**config.mk**
```make
export PLATFORM = sky130hd
export DESIGN_NAME = wdog_core
export DESIGN_NICKNAME = d
export VERILOG_FILES = /design/src/rtl/wdt_pkg.sv /design/src/rtl/wdt_regs.sv /design/src/rtl/wdt_prescale.sv /design/src/rtl/wdt_downcnt.sv /design/src/rtl/wdt_resp.sv /design/src/rtl/wdog_core.sv
export SDC_FILE = /design/constraint.sdc
export NUM_CORES = 1
export LEC_CHECK = 0
export ABC_CLOCK_PERIOD_IN_PS = 5600
export BUFFER_PORTS_ARGS = -buffer_cell sky130_fd_sc_hd__buf_2
export CAP_MARGIN = 30
export CELL_PAD_IN_SITES_DETAIL_PLACEMENT = 1
export CELL_PAD_IN_SITES_GLOBAL_PLACEMENT = 1
export CORE_MARGIN = 4
export CORE_UTILIZATION = 36
export CTS_BUF_LIST = sky130_fd_sc_hd__clkbuf_4 sky130_fd_sc_hd__clkbuf_8 sky130_fd_sc_hd__clkbuf_16
export DETAILED_ROUTE_END_ITERATION = 10
export PLACE_DENSITY_LB_ADDON = 0.1
export SYNTH_ARGS = -nofsm -noshare
export SYNTH_HDL_FRONTEND = slang
export SYNTH_SLANG_ARGS = --single-unit
```
**constraint.sdc**
```tcl
create_clock -name clk -period 5.6 [get_ports clk]
set_clock_uncertainty 0.05 [all_clocks]
set_input_delay 0.56 -clock clk [delete_from_list [all_inputs] [get_ports clk]]
set_output_delay 0.56 -clock clk [all_outputs]
set_load 0.02 [all_outputs]
```
**src/rtl/wdt_pkg.sv**
```systemverilog
package wdt_pkg;

    localparam int ADDR_W = 2;

    localparam logic [ADDR_W-1:0] A_RELOAD = 2'd0;
    localparam logic [ADDR_W-1:0] A_START  = 2'd1;
    localparam logic [ADDR_W-1:0] A_CTRL   = 2'd2;

    localparam logic [7:0] KEY_UNLOCK = 8'h00;
    localparam logic [7:0] KEY_RELOAD = 8'hFF;

    typedef enum logic {
        UL_IDLE  = 1'b0,
        UL_ARMED = 1'b1
    } unlock_e;

    typedef struct packed {
        logic              wr;
        logic [ADDR_W-1:0] addr;
        logic [7:0]        data;
    } bus_wr_t;

    typedef struct packed {
        logic run;
        logic div_hi;
        logic reload;
    } wdt_ctl_t;

    function automatic int max3(input int a, input int b, input int c);
        int m;
        m = (a > b) ? a : b;
        return (m > c) ? m : c;
    endfunction

endpackage

```
**src/rtl/wdt_regs.sv**
```systemverilog
module wdt_regs
    import wdt_pkg::*;
(
    input  logic     clk,
    input  logic     rst,
    input  logic     start_hold,
    input  bus_wr_t  bus,
    output wdt_ctl_t ctl
);

    unlock_e ul_q;
    logic    run_q;
    logic    div_q;
    logic    hit_reload;
    logic    hit_start;
    logic    hit_ctrl;

    always_comb begin
        hit_reload = bus.wr && (bus.addr == A_RELOAD);
        hit_start  = bus.wr && (bus.addr == A_START);
        hit_ctrl   = bus.wr && (bus.addr == A_CTRL);
    end

    always_ff @(posedge clk) begin
        if (rst) begin
            ul_q  <= UL_IDLE;
            run_q <= ~start_hold;
            div_q <= 1'b0;
        end else begin
            if (hit_reload)
                ul_q <= (bus.data == KEY_UNLOCK) ? UL_ARMED : UL_IDLE;
            if (hit_start)
                run_q <= 1'b1;
            if (hit_ctrl)
                div_q <= bus.data[0];
        end
    end

    always_comb begin
        ctl.run    = run_q;
        ctl.div_hi = div_q;
        ctl.reload = hit_reload && (ul_q == UL_ARMED) && (bus.data == KEY_RELOAD);
    end


    run_sticky_chk: assert property (@(posedge clk) disable iff (rst)
        run_q |=> run_q);


    unlock_clear_chk: assert property (@(posedge clk) disable iff (rst)
        ctl.reload |=> (ul_q == UL_IDLE));

endmodule

```
**src/rtl/wdt_prescale.sv**
```systemverilog
module wdt_prescale
    import wdt_pkg::*;
#(
    parameter int DIV_LO  = 16,
    parameter int DIV_HI  = 128,
    parameter int DIV_SUB = 2
) (
    input  logic clk,
    input  logic rst,
    input  logic en,
    input  logic sub_sel,
    input  logic div_hi,
    output logic tick
);

    localparam int PMAX = max3(DIV_LO, DIV_HI, DIV_SUB);
    localparam int PW   = (PMAX > 2) ? $clog2(PMAX) : 1;
    localparam logic [PW-1:0] LIM_LO  = PW'(DIV_LO - 1);
    localparam logic [PW-1:0] LIM_HI  = PW'(DIV_HI - 1);
    localparam logic [PW-1:0] LIM_SUB = PW'(DIV_SUB - 1);

    logic [PW-1:0] pcnt_q;
    logic [PW-1:0] lim;

    always_comb begin
        if (sub_sel)
            lim = LIM_SUB;
        else if (div_hi)
            lim = LIM_HI;
        else
            lim = LIM_LO;
    end

    // ">=" keeps a ratio change from skipping past the terminal value
    assign tick = en && (pcnt_q >= lim);

    always_ff @(posedge clk) begin
        if (rst)
            pcnt_q <= '0;
        else if (en)
            pcnt_q <= tick ? '0 : pcnt_q + 1'b1;
    end


    pre_hold_chk: assert property (@(posedge clk) disable iff (rst)
        !en |=> $stable(pcnt_q));


    pre_wrap_chk: assert property (@(posedge clk) disable iff (rst)
        tick |=> (pcnt_q == '0));

endmodule

```
**src/rtl/wdt_downcnt.sv**
```systemverilog
module wdt_downcnt #(
    parameter int CNT_W = 15
) (
    input  logic             clk,
    input  logic             rst,
    input  logic             tick,
    input  logic             reload,
    output logic [CNT_W-1:0] cnt,
    output logic             uf
);

    localparam logic [CNT_W-1:0] TOP = '1;

    logic [CNT_W-1:0] cnt_q;

    assign uf  = tick && !reload && (cnt_q == '0);
    assign cnt = cnt_q;

    always_ff @(posedge clk) begin
        if (rst || reload)
            cnt_q <= TOP;
        else if (tick)
            cnt_q <= (cnt_q == '0) ? TOP : cnt_q - 1'b1;
    end


    uf_reload_chk: assert property (@(posedge clk) disable iff (rst)
        uf |=> (cnt_q == TOP));


    dec_step_chk: assert property (@(posedge clk) disable iff (rst)
        (tick && !reload && (cnt_q != '0)) |=> (cnt_q == $past(cnt_q) - 1'b1));

endmodule

```
**src/rtl/wdt_resp.sv**
```systemverilog
module wdt_resp (
    input  logic clk,
    input  logic rst,
    input  logic uf,
    input  logic resp_reset,
    output logic irq,
    output logic rst_req
);

    logic irq_q;
    logic rr_q;

    always_ff @(posedge clk) begin
        if (rst) begin
            irq_q <= 1'b0;
            rr_q  <= 1'b0;
        end else begin
            irq_q <= uf && !resp_reset;
            rr_q  <= rr_q || (uf && resp_reset);
        end
    end

    assign irq     = irq_q;
    assign rst_req = rr_q;


    irq_pulse_chk: assert property (@(posedge clk) disable iff (rst)
        irq_q |=> !irq_q);


    rr_hold_chk: assert property (@(posedge clk) disable iff (rst)
        rr_q |=> rr_q);

endmodule

```
**src/rtl/wdog_core.sv**
```systemverilog
module wdog_core
    import wdt_pkg::*;
#(
    parameter int CNT_W   = 15,
    parameter int DIV_LO  = 16,
    parameter int DIV_HI  = 128,
    parameter int DIV_SUB = 2
) (
    input  logic             clk,
    input  logic             rst,
    input  logic             wr_en,
    input  logic [ADDR_W-1:0] wr_addr,
    input  logic [7:0]       wr_data,
    input  logic             sub_clk_sel,
    input  logic             start_hold,
    input  logic             resp_reset,
    input  logic             wait_mode,
    input  logic             stop_mode,
    input  logic             flash_busy,
    output logic             irq,
    output logic             rst_req,
    output logic [CNT_W-1:0] count_val
);

    bus_wr_t  bus;
    wdt_ctl_t ctl;
    logic     frozen;
    logic     pre_en;
    logic     tick;
    logic     uf;

    always_comb begin
        bus.wr   = wr_en;
        bus.addr = wr_addr;
        bus.data = wr_data;
        frozen   = wait_mode || stop_mode || flash_busy;
        pre_en   = ctl.run && !frozen;
    end

    wdt_regs u_regs (
        .clk        (clk),
        .rst        (rst),
        .start_hold (start_hold),
        .bus        (bus),
        .ctl        (ctl)
    );

    wdt_prescale #(
        .DIV_LO  (DIV_LO),
        .DIV_HI  (DIV_HI),
        .DIV_SUB (DIV_SUB)
    ) u_pre (
        .clk     (clk),
        .rst     (rst),
        .en      (pre_en),
        .sub_sel (sub_clk_sel),
        .div_hi  (ctl.div_hi),
        .tick    (tick)
    );

    wdt_downcnt #(
        .CNT_W (CNT_W)
    ) u_cnt (
        .clk    (clk),
        .rst    (rst),
        .tick   (tick),
        .reload (ctl.reload),
        .cnt    (count_val),
        .uf     (uf)
    );

    wdt_resp u_resp (
        .clk        (clk),
        .rst        (rst),
        .uf         (uf),
        .resp_reset (resp_reset),
        .irq        (irq),
        .rst_req    (rst_req)
    );


    freeze_hold_chk: assert property (@(posedge clk) disable iff (rst)
        (frozen && !ctl.reload) |=> $stable(count_val));


    reload_top_chk: assert property (@(posedge clk) disable iff (rst)
        ctl.reload |=> (count_val == {CNT_W{1'b1}}));


    uf_irq_chk: assert property (@(posedge clk) disable iff (rst)
        (uf && !resp_reset) |=> irq);


    uf_rr_chk: assert property (@(posedge clk) disable iff (rst)
        (uf && resp_reset) |=> (rst_req && !irq));

endmodule

```
# == Word-level counts from Yosys, hierarchy flattened ==
# Cells that the tools add are included.
# op_classes
order_cmp,1
muxes,7
n_eq_ne,3
n_addsub,2
n_bitwise,1
reduce_logical,22
# ops
operator,n
two-way mux 7 bit,3
zero test 15 bit,1
two-way mux 15 bit,1
subtractor 15 x 1 -> 15 bit (second input constant),1
logical AND 1 bit,11
== test 8 bit (second input constant),1
zero test 8 bit,1
adder 7 x 1 -> 7 bit (second input constant),1
>= comparator 7 bit,1
logical OR 1 bit,4
zero test 1 bit,3
two-way mux 1 bit,3
== test 2 x 1 -> 1 bit (second input constant),1
== test 2 bit (second input constant),1
zero test 2 bit,1
nonzero test 2 bit,1
inverter 1 bit,1
# word_totals
elab_cells,43
register_bits,27
out_inout_bits,17

# == Logic depth before layout (Yosys ltp) ==
# Gate-level depths: netlist of the first run.
# depth
ltp_word,9
depth_mapped,8

# == By module ==
# From an unflattened synthesis of the first run, not the netlist that was laid out.
# unflattened
hier_cells,153
area_unflattened_um2,1430.1
# by_module_without_submodules
module,cells_per_inst,area_per_inst_um2,seq_area_each_um2,n_inst
wdt_downcnt,81,709.4,300.3,1
wdt_prescale,45,441.7,140.1,1
wdt_regs,21,202.7,70.1,1
wdt_resp,5,61.3,40.0,1
wdog_core,1,15.0,0.0,1

# == Worst setup path after synthesis of the first run ==
# OpenSTA, ideal clock, no wires.
# synth_path
path_kind,input to register
startpoint,input port sub_clk_sel
endpoint,register u_cnt.cnt_q[6] (netlist: u_cnt.cnt[6])
arrival_time_ns,2.102
path_buffers,1
setup_ns,0.137
cell_stages,8
path_slack_ns,3.311
cell_sequence,nand2b_1 ha_1 nand2_1 nor4_2 clkbuf_1 o21ai_2 o31ai_1 nand3b_1
# synth_via
elab_chain_cells,3
# synth_rtl
item,line,rtl
"start, declared",wdog_core.sv:14,"input logic sub_clk_sel,"
two-way mux 7 bit,wdt_prescale.sv:26,if (sub_sel)
>= comparator 7 bit,wdt_prescale.sv:35,assign tick = en && (pcnt_q >= lim);
logical AND 1 bit,wdt_prescale.sv:35,
"end signal, assigned",wdt_downcnt.sv:23,cnt_q <= (cnt_q == '0) ? TOP : cnt_q - 1'b1;
"end, declared",wdt_downcnt.sv:14,logic [CNT_W-1:0] cnt_q;
# No other way between the ends.
# A chain may end at the register's enable or synchronous reset.

# == Worst setup path after layout of the first run ==
# layout_path
startpoint,input port sub_clk_sel
endpoint,register u_pre.pcnt_q[4]
# layout_via
elab_chain_cells,4
# layout_rtl
item,line,rtl
two-way mux 7 bit,wdt_prescale.sv:26,
>= comparator 7 bit,wdt_prescale.sv:35,
logical AND 1 bit,wdt_prescale.sv:35,
two-way mux 7 bit,wdt_prescale.sv:41,pcnt_q <= tick ? '0 : pcnt_q + 1'b1;
"end signal, assigned",wdt_prescale.sv:41,
"end, declared",wdt_prescale.sv:22,logic [PW-1:0] pcnt_q;
# No other way between the ends.

==> results of run 1 <==
[cell usage after synthesis (2+ instances only)]
cell	count
sky130_fd_sc_hd__ha_1	8
sky130_fd_sc_hd__nand3_1	3
sky130_fd_sc_hd__nand2b_1	3
sky130_fd_sc_hd__nor2_1	13
sky130_fd_sc_hd__o2111ai_1	2
sky130_fd_sc_hd__nand4_1	2
sky130_fd_sc_hd__clkbuf_1	3
sky130_fd_sc_hd__o211ai_1	4
sky130_fd_sc_hd__o21ai_0	8
sky130_fd_sc_hd__xor2_1	11
sky130_fd_sc_hd__nand2_1	24
sky130_fd_sc_hd__xnor2_1	3
sky130_fd_sc_hd__nand3b_1	5
sky130_fd_sc_hd__nor4_1	6
sky130_fd_sc_hd__dfxtp_1	26
sky130_fd_sc_hd__a21oi_1	6
sky130_fd_sc_hd__nor4b_4	2
sky130_fd_sc_hd__nor3_1	4
sky130_fd_sc_hd__inv_1	4
[cells in the final DEF, fill, tap and decap left out, types with 2 or more instances in the layout]
master                       n
sky130_fd_sc_hd__o21ai_0     8
sky130_fd_sc_hd__inv_1       4
sky130_fd_sc_hd__ha_1        8
sky130_fd_sc_hd__nor2_1     13
sky130_fd_sc_hd__o211ai_1    4
sky130_fd_sc_hd__nand2b_1    3
sky130_fd_sc_hd__dfxtp_1    26
sky130_fd_sc_hd__nand3b_1    5
sky130_fd_sc_hd__nand3_1     3
sky130_fd_sc_hd__nand4_1     2
sky130_fd_sc_hd__xnor2_1     3
sky130_fd_sc_hd__a21oi_1     6
sky130_fd_sc_hd__nor4b_4     2
sky130_fd_sc_hd__clkbuf_8    3
sky130_fd_sc_hd__o2111ai_1   2
sky130_fd_sc_hd__xor2_1     11
sky130_fd_sc_hd__nor3_1      4
sky130_fd_sc_hd__buf_2      35
sky130_fd_sc_hd__nor4_1      6
sky130_fd_sc_hd__nand2_1    24
[per-layer routing]
| layer | vias up | routed length (um) | global-route usage (%) |
|---|---|---|---|
| li1 | 649 | - | - |
| met1 | 612 | 1660 | 18.2 |
| met2 | 26 | 1640 | 23.8 |
| met3 | 5 | 165 | 3.98 |
| met4 | 0 | 38 | 3.76 |
| met5 | - | 0 | 0 |
[registers in the layout, summed over array words and instances, names as in the netlist]
| register | count |
|---|---|
| u_cnt.cnt | 15 |
| u_pre.pcnt_q | 7 |
| u_regs.div_q | 1 |
| u_regs.run_q | 1 |
| u_regs.ul_q | 1 |
| u_resp.irq | 1 |
| u_resp.rst_req | 1 |
[area by class of cell]
type	count	area [um2]
tap	48	60.1
timing repair buffer	36	183
clock buffer	4	48.8
inverter	4	15.0
fill	462	2070
sequential	27	551
multi-input combinational	124	841
[final timing paths]
path | from | to | slack [ps] | depth (start not counted)
setup reg to reg | u_regs.div_q | u_pre.pcnt_q[4] | 2930 | 7
hold / removal | resp_reset | u_resp.irq | 410 | 2
setup / recovery | sub_clk_sel | u_pre.pcnt_q[4] | 2800 | 8
hold reg to reg | u_resp.rst_req | u_resp.rst_req | 440 | 2
[through the flow]
step                hold WS (ps)  instance area (um2)  cells  power, mW  worst slack (ps)
floorplan                    399                 1440    160      0.211              3310
global placement             406                 1650    239      0.220              2600
detailed placement           426                 1650    239      0.221              2500
CTS                          401                 1700    243      0.336              2780
global route                 400                 1700    243      0.347              2540
finish                       410                 1700    243      0.331              2800
[power breakdown]
part,switching [mW],internal [mW],total (mW)
sequential,0.000942,0.194,0.195
combinational,0.0118,0.00925,0.0211
clock,0.0585,0.0558,0.114
total,0.0713,0.259,0.331
[critical path, cell delays in order]
cell and delay (ps):
sky130_fd_sc_hd__buf_2 120, sky130_fd_sc_hd__nand2b_1 180, sky130_fd_sc_hd__ha_1 320, sky130_fd_sc_hd__nand2_1 90, sky130_fd_sc_hd__nor4_2 840, sky130_fd_sc_hd__o21ai_0 420
sky130_fd_sc_hd__nand2b_1 300, sky130_fd_sc_hd__nor2_1 80
[kinds of logic (layout without fill, tap and decap cells)]
group | Yosys count | count (layout)
xor+xnor | 14 | 14
flops | 27 | 27
simple gates | 73 | 73
fa+ha+maj | 8 | 8
buf+inv | 9 | 44
compound gates | 28 | 28
mux | 1 | 1
==> results.py, run 1 <==
metrics = {
    "timing": {
        "slew-limit-headroom_pct": 31.1,
        "setup_viol_count_final": 0,
        "min_period_ps": 2800,
        "max_transition_viols_final": 0,
        "post-route-period-util_pct": 50.0,
        "fmax_achieved_mhz": 357,
        "tns_ps": 0,
        "hold_violation_total_from_the_final_report": 0,
        "tightestPinTransition_ps": 1030,
        "grt_setup_unrepaired": "false",
    },
    "routing": {
        "detail_route.wirelength_um": 3510,
        "drt.antenna.violating_nets": 0,
        "wl_per_cell_um": 14.4,
        "detailedRoute.firstPassIterationCount": 3,
        "total_via_count_in_the_routed_design": 1292,
        "post-route-drc-count": 0,
        "route.detailed.vias_per_inst": 5.32,
        "detailedRoute.firstIterationViolations": 24,
    },
    "yosys": {
        "yosysSeqAreaShare_pct": 38.3,
        "synth_fp_nets": 187,
        "synth_top_family_by_area": "simple AND/OR/NAND/NOR gates",
        "synth_enable_flop_cells": 1,
        "synth_compound_area_share_pct": 12.8,
        "yosys.area_share.simple_pct": 29.5,
        "synthesis.area_per_instance_um2": 8.98,
        "yosys.area_share.xor_xnor_pct": 8.54,
        "synth.ff_latch_count": 27,
        "netlist.top_cell.by_area": "sky130_fd_sc_hd__dfxtp_1",
        "synth_async_sr_flop_share_pct": 0,
        "synth-main-ff-cell": "sky130_fd_sc_hd__dfxtp_1",
        "cells_taking_the_most_area_after_synthesis": "sky130_fd_sc_hd__dfxtp_1, sky130_fd_sc_hd__ha_1, sky130_fd_sc_hd__xor2_1",
        "netlist_instances": 160,
        "number_of_distinct_standard_cells_referenced_by_the_synthesized_netlist": 42,
        "netlist.area_leader.share_pct": 36.2,
        "post_synth_mux_area_share_pct": 0.697,
        "netlist_area_um2": 1440,
        "synth_fa_ha_area_share_pct": 6.97,
        "synth.yosys.warnings": 0,
    },
    "min_path": {
        "hold_path.class": "in -> reg",
    },
    "cts": {
        "hold_buffers": 0,
        "cts-root-to-sink-buffers": 2,
        "cts_sink_count": 27,
        "clk_latency_ps": 270,
        "cts-htree-levels": 1,
        "post_cts_resized": 0,
        "post-cts-setup-buffers": 0,
        "numCtsBuffers": 3,
        "clkTransAtPathRegs_ps": 90,
        "cts_root_buffer": "sky130_fd_sc_hd__clkbuf_8",
        "clock_tree_from_tritoncts": "yes",
    },
    "placement": {
        "place.gp.congestion": 0.829,
        "detailed_place_hpwl_um": 2740,
        "number_of_port_buffers": 35,
    },
    "floorplan": {
        "floorplan.die.width_um": 71.2,
        "dieHeight_um": 71.2,
        "floorplan.initialDensity_pct": 38.1,
        "die_area_um2": 5060,
        "core_um2": 3770,
        "standard_cell_rows": 22,
        "pin_count": 36,
    },
    "worst_setup_path": {
        "worst_ep_arrival_time_ps": 2920,
        "critPathMaxFanout": 12,
        "worstSetupPathType": "in -> reg",
        "cp-end-kind": "flip-flop",
        "required_ps": 5720,
        "startpoint_type": "input pin",
    },
    "pwr": {
        "p_per_area_nw_per_um2": 195,
        "p_leak_nw": 0.655,
        "irDropWorstVdd_mv": 0.0852,
    },
    "grt": {
        "grt_antenna_before_repair": 0,
        "globalRouteTotalUtil_pct": 14.3,
        "global_route_wire_length_before_repair_um": 5880,
        "grt_max_degree": 15,
        "overflow": 0,
        "grt_pass1_vias": 1264,
    },
    "finish": {
        "area.growth.synth_to_final_pct": 18.2,
        "fin_util_pct": 45.0,
        "layout.nets": 223,
        "drive_above_1_share_pct": 24.1,
        "antenna-diode-count": 0,
    },
    "flow_run": {
        "max-cap-violations": 0,
    },
    "outcome": {
        "outcome": "finished, final reports clean",
    },
}
Power figures use the tool's default switching activity.
==> inputs of run 2 (changes only) <==
ABC_CLOCK_PERIOD_IN_PS = 2600   (was 5600)
clock period = 2.6 ns   (was 5.6 ns; I/O delays follow)
==> run 2 against run 1 <==
Against the previous run: hold slack worse by 310 ps; global-route usage up 0.95 points; via count down 0.23%; first-iteration DRC count down 8.3%; register-to-register slack worse by 2500 ps; die area unchanged; final area up 0.74%; total power up 120%.
==> results.py, run 2 (synthesis results as in run 1) <==
metrics = {
    "finish": {
        "seqCellArea_um2": 551,
        "largest_register_ff_count": 15,
        "fin_util_pct": 45.4,
        "most_used_cells_in_the_layout_excluding_fill_and_tap_cells": "sky130_fd_sc_hd__buf_2, sky130_fd_sc_hd__dfxtp_1, sky130_fd_sc_hd__nand2_1",
        "drive_above_1_share_pct": 24.9,
        "area_of_the_multi_input_gates_um2": 841,
        "n_fill_cell": 459,
        "mostFrequentLayoutCell": "sky130_fd_sc_hd__buf_2",
        "area.growth.synth_to_final_pct": 19.1,
        "antenna-diode-count": 0,
        "layout.nets": 225,
    },
    "cts": {
        "clock_tree_from_tritoncts": "yes",
        "post_cts_resized": 0,
        "hold_buffers": 0,
        "cts_sink_count": 27,
        "cts_root_buffer": "sky130_fd_sc_hd__clkbuf_8",
        "cts-htree-levels": 1,
        "clk_latency_ps": 270,
        "clkTransAtPathRegs_ps": 100,
        "numCtsBuffers": 3,
        "post-cts-setup-buffers": 0,
        "cts-root-to-sink-buffers": 2,
    },
    "min_path": {
        "hold_path.class": "in -> reg",
    },
    "floorplan": {
        "dieHeight_um": 71.2,
        "die_area_um2": 5060,
        "core_um2": 3770,
        "standard_cell_rows": 22,
        "floorplan.die.width_um": 71.2,
        "pin_count": 36,
        "floorplan.initialDensity_pct": 38.1,
    },
    "placement": {
        "detailed_place_hpwl_um": 2820,
        "place.gp.congestion": 0.792,
        "number_of_port_buffers": 35,
    },
    "routing": {
        "wl_per_cell_um": 14.6,
        "total_via_count_in_the_routed_design": 1289,
        "post-route-drc-count": 0,
        "route.detailed.vias_per_inst": 5.26,
        "drt.antenna.violating_nets": 0,
        "detailedRoute.firstIterationViolations": 22,
        "detailedRoute.firstPassIterationCount": 3,
        "detail_route.wirelength_um": 3570,
    },
    "grt": {
        "overflow": 0,
        "grt_max_degree": 16,
        "globalRouteTotalUtil_pct": 15.3,
        "global_route_wire_length_before_repair_um": 6290,
        "grt_antenna_before_repair": 0,
        "grt_pass1_vias": 1366,
    },
    "pwr": {
        "p_leak_nw": 0.665,
        "irDropWorstVdd_mv": 0.166,
        "p_per_area_nw_per_um2": 416,
    },
    "timing": {
        "fmax_achieved_mhz": 461,
        "min_period_ps": 2170,
        "slew-limit-headroom_pct": 61.7,
        "setup_viol_count_final": 0,
        "hold_violation_total_from_the_final_report": 0,
        "post-route-period-util_pct": 83.5,
        "max_transition_viols_final": 0,
        "tightestPinTransition_ps": 572,
        "grt_setup_unrepaired": "false",
        "tns_ps": 0,
    },
    "worst_setup_path": {
        "startpoint_type": "flip-flop",
        "cp-end-kind": "flip-flop",
        "required_ps": 2700,
        "critPathMaxFanout": 12,
        "worst_ep_arrival_time_ps": 2270,
        "worstSetupPathType": "reg -> reg",
    },
    "outcome": {
        "outcome": "finished, final reports clean",
    },
    "flow_run": {
        "max-cap-violations": 0,
    },
}
## run 2: final cells by class
cell class,instances,share of cell area (%)
multi-input combinational,124,49.2
sequential,27,32.2
tap,48,3.51
timing repair buffer,38,11.6
clock buffer,3,2.41
inverter,4,0.878
clock inverter,1,0.293
## run 2: final timing paths
check            startpoint             end  slack (ps)  depth (start not counted)
max reg2reg    u_regs.div_q    u_cnt.cnt[5]         430                          8
max            u_regs.div_q    u_cnt.cnt[5]         430                          8
min reg2reg  u_resp.rst_req  u_resp.rst_req         430                          2
min              resp_reset      u_resp.irq         100                          2
## run 2: critical path, stage by stage, from the launching register on
cell and delay (ps):
sky130_fd_sc_hd__dfxtp_1 370, sky130_fd_sc_hd__nand2b_1 120, sky130_fd_sc_hd__ha_1 310, sky130_fd_sc_hd__a21oi_1 140
sky130_fd_sc_hd__o21ai_0 90, sky130_fd_sc_hd__buf_4 180, sky130_fd_sc_hd__o2111ai_2 270, sky130_fd_sc_hd__o21a_1 410
sky130_fd_sc_hd__nand2_1 110
## run 2: through the flow
stage / power (mW) / area [um2] / instances / hold slack, ps / setup slack (ps)
floorplan: 0.454 / 1440 / 160 / 287 / 611
global placement: 0.475 / 1660 / 241 / 390 / 379
detailed placement: 0.479 / 1660 / 241 / 406 / 272
CTS: 0.718 / 1710 / 245 / 102 / 372
global route: 0.742 / 1710 / 245 / 108 / 225
finish: 0.712 / 1710 / 245 / 104 / 429
## run 2: routing by layer
layer | vias to the layer above | GRT usage (%) | share of wire (%)
met3 | 4 | 2.84 | 4.4
met1 | 609 | 20.5 | 48
met5 | - | 0 | 0
met2 | 25 | 24.9 | 47
met4 | 0 | 4.38 | 0.95
li1 | 651 | - | -
## run 2: where the power goes
group	total, mW	internal, mW	switching (mW)
clock network	0.244	0.108	0.136
logic	0.0476	0.0210	0.0266
registers	0.421	0.419	0.00205
==> inputs of run 3 (changes only) <==
ABC_CLOCK_PERIOD_IN_PS = 2250   (was 2600)
clock period = 2.25 ns   (was 2.6 ns; I/O delays follow)
==> run 3 against run 2 <==
Against the previous run: routed wire length is 1.7% higher; final cell count unchanged; count of clock-buffer cells in the layout up 1; flip-flop and latch count unchanged; critical path depth unchanged; sequential share of layout area fell by 0.19 points; critical endpoint is now u_cnt.cnt[13]; largest cell class unchanged; highest routed layer unchanged.
==> results.py, run 3 (synthesis results as in run 1) <==
metrics = {
    "routing": {
        "wl_per_cell_um": 14.8,
        "drt.antenna.violating_nets": 0,
        "total_via_count_in_the_routed_design": 1318,
        "detailedRoute.firstIterationViolations": 39,
        "route.detailed.vias_per_inst": 5.38,
        "post-route-drc-count": 0,
        "detail_route.wirelength_um": 3630,
        "detailedRoute.firstPassIterationCount": 4,
    },
    "timing": {
        "fin_hold_ws_ps": 67.8,
        "max_transition_viols_final": 0,
        "post-route-period-util_pct": 89.8,
        "tightestPinTransition_ps": 562,
        "grt_setup_unrepaired": "false",
        "fmax_achieved_mhz": 495,
        "hold_violation_total_from_the_final_report": 0,
        "setup_viol_count_final": 0,
        "slew-limit-headroom_pct": 62.4,
        "tns_ps": 0,
        "min_period_ps": 2020,
    },
    "pwr": {
        "power.combinational.fraction_pct": 6.6,
        "irDropWorstVdd_mv": 0.190,
        "total_switching_power_mw": 0.192,
        "power.switching_fraction_pct": 22.8,
        "p_per_area_nw_per_um2": 488,
        "sequentialPowerShare_pct": 57.9,
        "p_leak_nw": 0.667,
        "clock_power_share_pct": 35.5,
        "internal_power_mw": 0.648,
    },
    "grt": {
        "grt_antenna_before_repair": 0,
        "grt_max_degree": 15,
        "global_route_wire_length_before_repair_um": 6090,
        "overflow": 0,
        "globalRouteTotalUtil_pct": 14.8,
        "grt_pass1_vias": 1342,
    },
    "placement": {
        "number_of_port_buffers": 35,
        "post-place-cells": 241,
        "detailed_place_hpwl_um": 2870,
        "place.gp.congestion": 0.775,
    },
    "worst_setup_path": {
        "critical_path.reg2reg.endpoint": "u_cnt.cnt[13]",
        "required_ps": 2420,
        "startpoint": "u_regs.div_q",
        "critical_path.reg2reg.startpoint": "u_regs.div_q",
        "cp-end-kind": "flip-flop",
        "worstSetupPathType": "reg -> reg",
        "critPathCapture": "u_cnt.cnt[13]",
        "r2r_depth": 8,
        "startpoint_type": "flip-flop",
        "ff2ff_setup_slack_ps": 230,
        "worst_ep_arrival_time_ps": 2190,
        "critPathMaxFanout": 12,
    },
    "cts": {
        "cts-root-to-sink-buffers": 2,
        "cts_sink_count": 27,
        "post-cts-setup-buffers": 0,
        "cts-htree-levels": 1,
        "clkTransAtPathRegs_ps": 100,
        "numCtsBuffers": 3,
        "clk_latency_ps": 280,
        "cts_root_buffer": "sky130_fd_sc_hd__clkbuf_8",
        "clock_tree_from_tritoncts": "yes",
    },
    "min_path": {
        "hp-start": "resp_reset",
        "hold_path.class": "in -> reg",
    },
    "finish": {
        "area.growth.synth_to_final_pct": 19.8,
        "finish.cell_count_without_fillers": 245,
        "n_fill_cell": 455,
        "mostFrequentLayoutCell": "sky130_fd_sc_hd__buf_2",
        "area_of_the_multi_input_gates_um2": 848,
        "drive_above_1_share_pct": 25.4,
        "largest_register_ff_count": 15,
        "fin_util_pct": 45.6,
        "layout.nets": 225,
        "antenna-diode-count": 0,
        "most_used_cells_in_the_layout_excluding_fill_and_tap_cells": "sky130_fd_sc_hd__buf_2, sky130_fd_sc_hd__dfxtp_1, sky130_fd_sc_hd__nand2_1",
        "seqCellArea_um2": 551,
    },
    "flow_run": {
        "max-cap-violations": 0,
    },
    "floorplan": {
        "core_um2": 3770,
        "die_area_um2": 5060,
        "pin_count": 36,
        "standard_cell_rows": 22,
        "floorplan.initialDensity_pct": 38.1,
        "floorplan.die.width_um": 71.2,
        "dieHeight_um": 71.2,
    },
    "outcome": {
        "outcome": "finished, final reports clean",
    },
}
-- run 3: how the worst min path moves through the flow --
stage	endpoint	slack, ps	cells past startpoint
final	u_resp.irq	70	2
after global routing	u_resp.irq	70	2
after CTS	u_resp.irq	60	2
after detailed placement	u_resp.irq	360	2
after global placement	u_resp.irq	360	2
after floorplan	u_resp.irq	250	1
-- run 3: area by class of cell --
cell class	instances	share of cell area, %
Tap cell	48	3.49
Sequential cell	27	32.0
Clock buffer	4	2.84
Inverter	4	0.873
Multi-Input combinational cell	124	49.3
Timing Repair Buffer	38	11.5
-- run 3: through the flow --
| stage | power, mW | setup WS [ps] | instance area [um2] |
|---|---|---|---|
| global placement | 0.549 | 57.7 | 1660 |
| CTS | 0.846 | 57.2 | 1710 |
| global route | 0.877 | 8.83 | 1720 |
| finish | 0.840 | 230 | 1720 |
| detailed placement | 0.552 | 19.7 | 1660 |
| floorplan | 0.524 | 290 | 1440 |
-- run 3: metal layers --
metal	global-route usage, %	share of wire [%]
met1	19.0	46
met2	24.3	47
met3	2.70	4.2
met4	6.05	2.1
met5	0	0
-- run 3: worst max-delay path: stages (launching register included) --
cell,delay (ps)
sky130_fd_sc_hd__dfxtp_1,370
sky130_fd_sc_hd__nand2b_1,110
sky130_fd_sc_hd__ha_1,310
sky130_fd_sc_hd__nand2_1,80
sky130_fd_sc_hd__nor4_2,210
sky130_fd_sc_hd__buf_4,230
sky130_fd_sc_hd__o2111ai_2,220
sky130_fd_sc_hd__o21a_4,310
sky130_fd_sc_hd__nand2_1,70
-- run 3: power by group through the flow --
stage	Clock, mW	Combinational [mW]	Sequential [mW]
5_1_grt	0.328	0.0618	0.487
6_report	0.298	0.0556	0.486
3_3_place_gp	0	0.0523	0.497
4_1_cts	0.305	0.0550	0.486
3_5_place_dp	0	0.0548	0.497
2_1_floorplan	0	0.0279	0.496
-- run 3: what timing repair did --
item	CTS	global route
resized for setup	0	3
endpoints found under the setup margin	0	15
hold buffers	0	0
